<file path="src/rtl/bg_pix_pkg.sv">
package bg_pix_pkg;

    typedef enum logic [2:0] {
        WIN_IDLE     = 3'b001,
        WIN_DRAW     = 3'b010,
        WIN_PREFETCH = 3'b100
    } win_state_e;

    localparam int PIX_IDX_W = 2;

endpackage

</file>
<file path="src/rtl/bg_win_fsm.sv">
module bg_win_fsm
    import bg_pix_pkg::*;
#(
    parameter int DOT_W      = 9,
    parameter int TILE_W     = 8,
    parameter int DRAW_FIRST = 2,
    parameter int DRAW_LAST  = 257,
    parameter int PRE_FIRST  = 322,
    parameter int PRE_LAST   = 337
) (
    input  logic             clk,
    input  logic             rst_n,
    input  logic [DOT_W-1:0] dot,
    output win_state_e       state,
    output logic             shift_en,
    output logic             reload_en
);
    localparam int PH_W = $clog2(TILE_W);
    localparam logic [DOT_W-1:0] DRAW_ARM = DOT_W'(DRAW_FIRST - 1);
    localparam logic [DOT_W-1:0] DRAW_END = DOT_W'(DRAW_LAST);
    localparam logic [DOT_W-1:0] PRE_ARM  = DOT_W'(PRE_FIRST - 1);
    localparam logic [DOT_W-1:0] PRE_END  = DOT_W'(PRE_LAST);

    win_state_e state_q, state_d;

    always_comb begin
        state_d = state_q;
        unique case (state_q)
            WIN_IDLE: begin
                if (dot == DRAW_ARM)     state_d = WIN_DRAW;
                else if (dot == PRE_ARM) state_d = WIN_PREFETCH;
            end
            WIN_DRAW:     if (dot == DRAW_END) state_d = WIN_IDLE;
            WIN_PREFETCH: if (dot == PRE_END)  state_d = WIN_IDLE;
            default:      state_d = WIN_IDLE;
        endcase
    end

    always_ff @(posedge clk) begin
        if (!rst_n) state_q <= WIN_IDLE;
        else        state_q <= state_d;
    end

    always_comb begin
        shift_en  = (state_q != WIN_IDLE);
        reload_en = shift_en && (dot[PH_W-1:0] == PH_W'(1));
    end

    assign state = state_q;

endmodule

</file>
<file path="src/rtl/bg_plane_shift.sv">
module bg_plane_shift #(
    parameter int TILE_W = 8
) (
    input  logic                clk,
    input  logic                rst_n,
    input  logic                shift_en,
    input  logic                reload_en,
    input  logic [TILE_W-1:0]   pat,
    output logic [2*TILE_W-1:0] plane_q
);
    localparam int SW = 2 * TILE_W;

    always_ff @(posedge clk) begin
        if (!rst_n) begin
            plane_q <= '0;
        end else if (reload_en) begin
            plane_q <= {plane_q[SW-2:TILE_W-1], pat};
        end else if (shift_en) begin
            plane_q <= {plane_q[SW-2:0], 1'b0};
        end
    end

endmodule

</file>
<file path="src/rtl/bg_out_pipe.sv">
module bg_out_pipe
    import bg_pix_pkg::*;
(
    input  logic                 clk,
    input  logic                 rst_n,
    input  logic                 shift_en,
    input  logic                 tap_lo,
    input  logic                 tap_hi,
    input  logic                 bg_en,
    output logic [PIX_IDX_W-1:0] pal_addr,
    output logic [PIX_IDX_W-1:0] pix_idx,
    output logic                 pix_valid
);
    logic pal_v;

    always_ff @(posedge clk) begin
        if (!rst_n) begin
            pal_addr  <= '0;
            pal_v     <= 1'b0;
            pix_idx   <= '0;
            pix_valid <= 1'b0;
        end else begin
            if (shift_en) pal_addr <= {tap_hi, tap_lo};
            pal_v     <= shift_en;
            pix_idx   <= (bg_en && pal_v) ? pal_addr : '0;
            pix_valid <= pal_v;
        end
    end

endmodule

</file>
<file path="src/rtl/bg_pixel_shifter.sv">
module bg_pixel_shifter
    import bg_pix_pkg::*;
#(
    parameter int DOT_W      = 9,
    parameter int TILE_W     = 8,
    parameter int DRAW_FIRST = 2,
    parameter int DRAW_LAST  = 257,
    parameter int PRE_FIRST  = 322,
    parameter int PRE_LAST   = 337
) (
    input  logic              clk,
    input  logic              rst_n,
    input  logic [DOT_W-1:0]  dot,
    input  logic [TILE_W-1:0] pat_lo,
    input  logic [TILE_W-1:0] pat_hi,
    input  logic              bg_en,
    output logic [1:0]        pal_addr,
    output logic [1:0]        pix_idx,
    output logic              pix_valid
);
    localparam int SW     = 2 * TILE_W;
    localparam int PLANES = 2;

    win_state_e                         win_q;
    logic                               shift_en;
    logic                               reload_en;
    logic [PLANES-1:0][TILE_W-1:0]      pat_bus;
    logic [PLANES-1:0][SW-1:0]          plane_q;
    logic [PLANES-1:0]                  taps;

    assign pat_bus = {pat_hi, pat_lo};

    bg_win_fsm #(
        .DOT_W(DOT_W), .TILE_W(TILE_W),
        .DRAW_FIRST(DRAW_FIRST), .DRAW_LAST(DRAW_LAST),
        .PRE_FIRST(PRE_FIRST), .PRE_LAST(PRE_LAST)
    ) win_i (
        .clk(clk), .rst_n(rst_n), .dot(dot),
        .state(win_q), .shift_en(shift_en), .reload_en(reload_en)
    );

    for (genvar g = 0; g < PLANES; g++) begin : g_plane
        bg_plane_shift #(.TILE_W(TILE_W)) plane_i (
            .clk(clk), .rst_n(rst_n),
            .shift_en(shift_en), .reload_en(reload_en),
            .pat(pat_bus[g]), .plane_q(plane_q[g])
        );
        assign taps[g] = plane_q[g][SW-1];
    end

    bg_out_pipe out_i (
        .clk(clk), .rst_n(rst_n), .shift_en(shift_en),
        .tap_lo(taps[0]), .tap_hi(taps[1]), .bg_en(bg_en),
        .pal_addr(pal_addr), .pix_idx(pix_idx), .pix_valid(pix_valid)
    );

endmodule

</file>
<file path="config.mk">
export PLATFORM = sky130hd
export DESIGN_NAME = bg_pixel_shifter
export DESIGN_NICKNAME = d
export VERILOG_FILES = /design/src/rtl/bg_pix_pkg.sv /design/src/rtl/bg_win_fsm.sv /design/src/rtl/bg_plane_shift.sv /design/src/rtl/bg_out_pipe.sv /design/src/rtl/bg_pixel_shifter.sv
export SDC_FILE = /design/constraint.sdc
export NUM_CORES = 1
export LEC_CHECK = 0
export ABC_AREA = 1
export BUFFER_PORTS_ARGS = -buffer_cell sky130_fd_sc_hd__buf_2
export CELL_PAD_IN_SITES_DETAIL_PLACEMENT = 0
export CELL_PAD_IN_SITES_GLOBAL_PLACEMENT = 1
export CORE_UTILIZATION = 35
export DETAILED_ROUTE_END_ITERATION = 12
export PLACE_DENSITY = 0.81
export SYNTH_ARGS = -nofsm -noshare
export SYNTH_HDL_FRONTEND = slang
export SYNTH_HIERARCHICAL = 1
export SYNTH_SLANG_ARGS = --single-unit
</file>
<file path="constraint.sdc">
create_clock -name clk -period 1.95 [get_ports clk]
set_clock_uncertainty 0.15 [all_clocks]
set_input_delay 0.585 -clock clk [delete_from_list [all_inputs] [get_ports clk]]
set_output_delay 0.585 -clock clk [all_outputs]
set_load 0.005 [all_outputs]
</file>
==> metrics <==
run status=complete, no violations; Slew headroom=63.0%; leading area contributor after synthesis=dfxtp_1; PwrDens=1440 nW/um^2; Critical Path Sink=g_plane[0].plane_i/plane_q[2]; post-CTS sizing=0; Critical R2R Capture=g_plane[0].plane_i/plane_q[2]; Max Cap Viol=0; Min Hold Slack=0.287 ns; DR pass1 iterations=4; reg2reg start=win_i/state[1]; R2R cell count=8; Final Wtd Congestion=0.682; Die Wd=76.2 um; Peak VDD IR=0.000590 V; Worst R2R Setup Slack=0.27 ns; post-synthesis compound-gate area fraction=7.98%; Clock Latency Late Sink=0.29 ns; Reg area=821 um^2; fmax=594 MHz; Yosys Warn Count=6; Final Cycle Share=86.4%; footprint of the multi-input gates=912 um^2; CTS tree=built; initial DRC count=40; Synth top area share=42.5%; Tmin final=1.68 ns; Worst path depth=8; worst path required time=2.03 ns; Slew @ Worst Pin=0.555 ns; DIE HEIGHT=76.2 um; first-pass GRT wire length=6.24 mm; Yosys cell types=21; XOR/XNOR Fraction of Synth Area=0%; commonest non-fill, non-tap cell in the layout=nand2_1; DPL Wire Length=2.46 mm; Initial Utilization=37.1%; drt wl/cell=9.50 um; # IOs=33; Mapped Cells=281; hold_buf cts=0; Setup Crit Path Kind=reg2reg; Arr. time, crit path=1.77 ns; vias in the first global route=1512; post-place setup slack=-0.137 ns; NumNets Final=349; Antenna diodes=0; ANT nets after route=0; critical path startpoint=win_i/state[1]; syn nets=309; largest family of logic cells by synthesized area=simple AND/OR/NAND/NOR gates; grt ovf=0; clk sinks=41; largest delay contributor family on the critical path=simple AND/OR/NAND/NOR gates; via/cell ratio=4.24; placed cell areas=2160 um^2; sequential area share after synthesis=42.5%; CP Cell Sequence=inv_1 > nand2_2 > nor2_4 > nor3_2 > buf_4 > nor2_2 > nor2_1 > nor2_1; vias=1664; antenna violations before repair=0; max-slew violations=0; CP Buf/Inv Count=2; row count=26; Total Wirelength=3.72 mm; Final setup viols=0; synth-to-layout area growth=18.1%; top post-synthesis cells by area=dfxtp_1 43%, nand2_1 16%, nor2_1 12%, inv_1 5.4%, o21ai_2 3.6%; CTS Root Cell=clkbuf_8; hold crit path type=reg2reg; Num CTS Buffers=5; Core Util, Final=43.8%; Post-Synth Simple-Gate Area=38.4%; average cell area after synthesis=6.87 um^2; share of cells above drive strength 1=26.1%; Final Hold Viols=0; Crit Path Max Fanout=11; PnR worst setup slack=0.266 ns; synthesized area=1930 um^2; post-synthesis mux area share=0%; core footprint=5200 um^2; Setup Total Neg Slack=0 ns; DRC=0; Clock Tree Buf Depth=2; pin count of the biggest net entering global routing=24; Yosys reg bits=41; Worst Setup Start Kind=register; H-tree levels=2; Synth Area in Adders=0%; RSZ-0062 raised after global routing=no; Leak=1.14 nW; crit path max-delay cell type=nor2_2; GRT Total Usage=13.3%; Critical Path Most Common Cell=nor2_1; Design Area, Final=2280 um^2; Max stage delay on crit path=0.44 ns; Crit. End Element=register; clock-pin slew on the worst setup and hold paths=0.08 ns; die area=5810 um^2; Port Buffers=32; most frequent cells in the layout=84 x nand2_1, 62 x nor2_1, 41 x dfxtp_1; layout filler cell count=553
## cells in the mapped netlist
cell      count
a21boi_2      1
a21oi_1       3
buf_4         2
buf_6         6
dfxtp_1      41
inv_1        28
inv_2         7
nand2_1      84
nand2_2       5
nand3_1       6
nand3_2       1
nand3b_2      1
nor2_1       62
nor2_2        7
nor2_4        4
nor3_1        3
o211ai_1      1
o21ai_0       2
o21ai_1       8
o21ai_2       8
or2_0         1
## power breakdown
group          switching (mW)  internal [mW]  leakage, nW
Combinational           0.965          0.535        0.746
Sequential              0.113           1.05        0.336
Clock                   0.288          0.320       0.0542
## metrics by stage
step	instances	power, mW
4_1_cts	390	3.24
3_3_place_gp	382	2.60
3_5_place_dp	382	2.63
2_1_floorplan	281	2.48
5_1_grt	392	3.61
6_report	392	3.28
## state kept, by name (all words and copies together) (netlist names)
register                 flops
g_plane.plane_i/plane_q     32
out_i/pal_addr               2
out_i/pix_valid              1
out_i/pal_v                  1
out_i/pix_idx                2
win_i/state                  3
## how the worst min path moves through the flow
stage | start | end | slack (ns) | cells past startpoint
floorplan | out_i/pal_v | out_i/pix_valid | 0.27 | 2
global placement | out_i/pal_v | out_i/pix_valid | 0.28 | 2
detailed placement | out_i/pal_addr[1] | out_i/pix_idx[1] | 0.28 | 2
CTS | out_i/pal_addr[1] | out_i/pix_idx[1] | 0.29 | 2
global route | out_i/pal_v | out_i/pix_valid | 0.31 | 2
finish | out_i/pal_addr[1] | out_i/pix_idx[1] | 0.29 | 2
## worst register-to-register path, cell delays in order, from the launching register on
cell and delay [ns]:
dfxtp_1 0.31, inv_1 0.07, nand2_2 0.06, nor2_4 0.15, nor3_2 0.05, buf_4 0.17
nor2_2 0.44, nor2_1 0.11, nor2_1 0.11
## repair_timing
item / in CTS / in global routing
setup buffers: 0 / 0
endpoints found under the hold margin: 0 / 0
setup endpoints to repair: 0 / 18
## area by class of cell
| cell class | instances | area share, % |
|---|---|---|
| Sequential cell | 41 | 36.0 |
| Inverter | 35 | 5.77 |
| Clock inverter | 1 | 0.220 |
| Clock buffer | 7 | 4.23 |
| Multi-Input combinational cell | 199 | 40.0 |
| Tap cell | 70 | 3.84 |
| Timing Repair Buffer | 39 | 9.88 |
## per-layer routing
metal / vias to the layer above / wire length (um) / GRT usage [%]
met5: - / 0 / 0
met4: 0 / 76 / 6.92
met3: 7 / 140 / 3.35
met2: 26 / 1720 / 22.6
met1: 712 / 1790 / 15.4
li1: 919 / - / -
## cell families after synthesis
kind of cell	after synthesis
flops	41
compound gates	23
simple gates	174
buf+inv	43
Power figures use the tool's default switching activity.
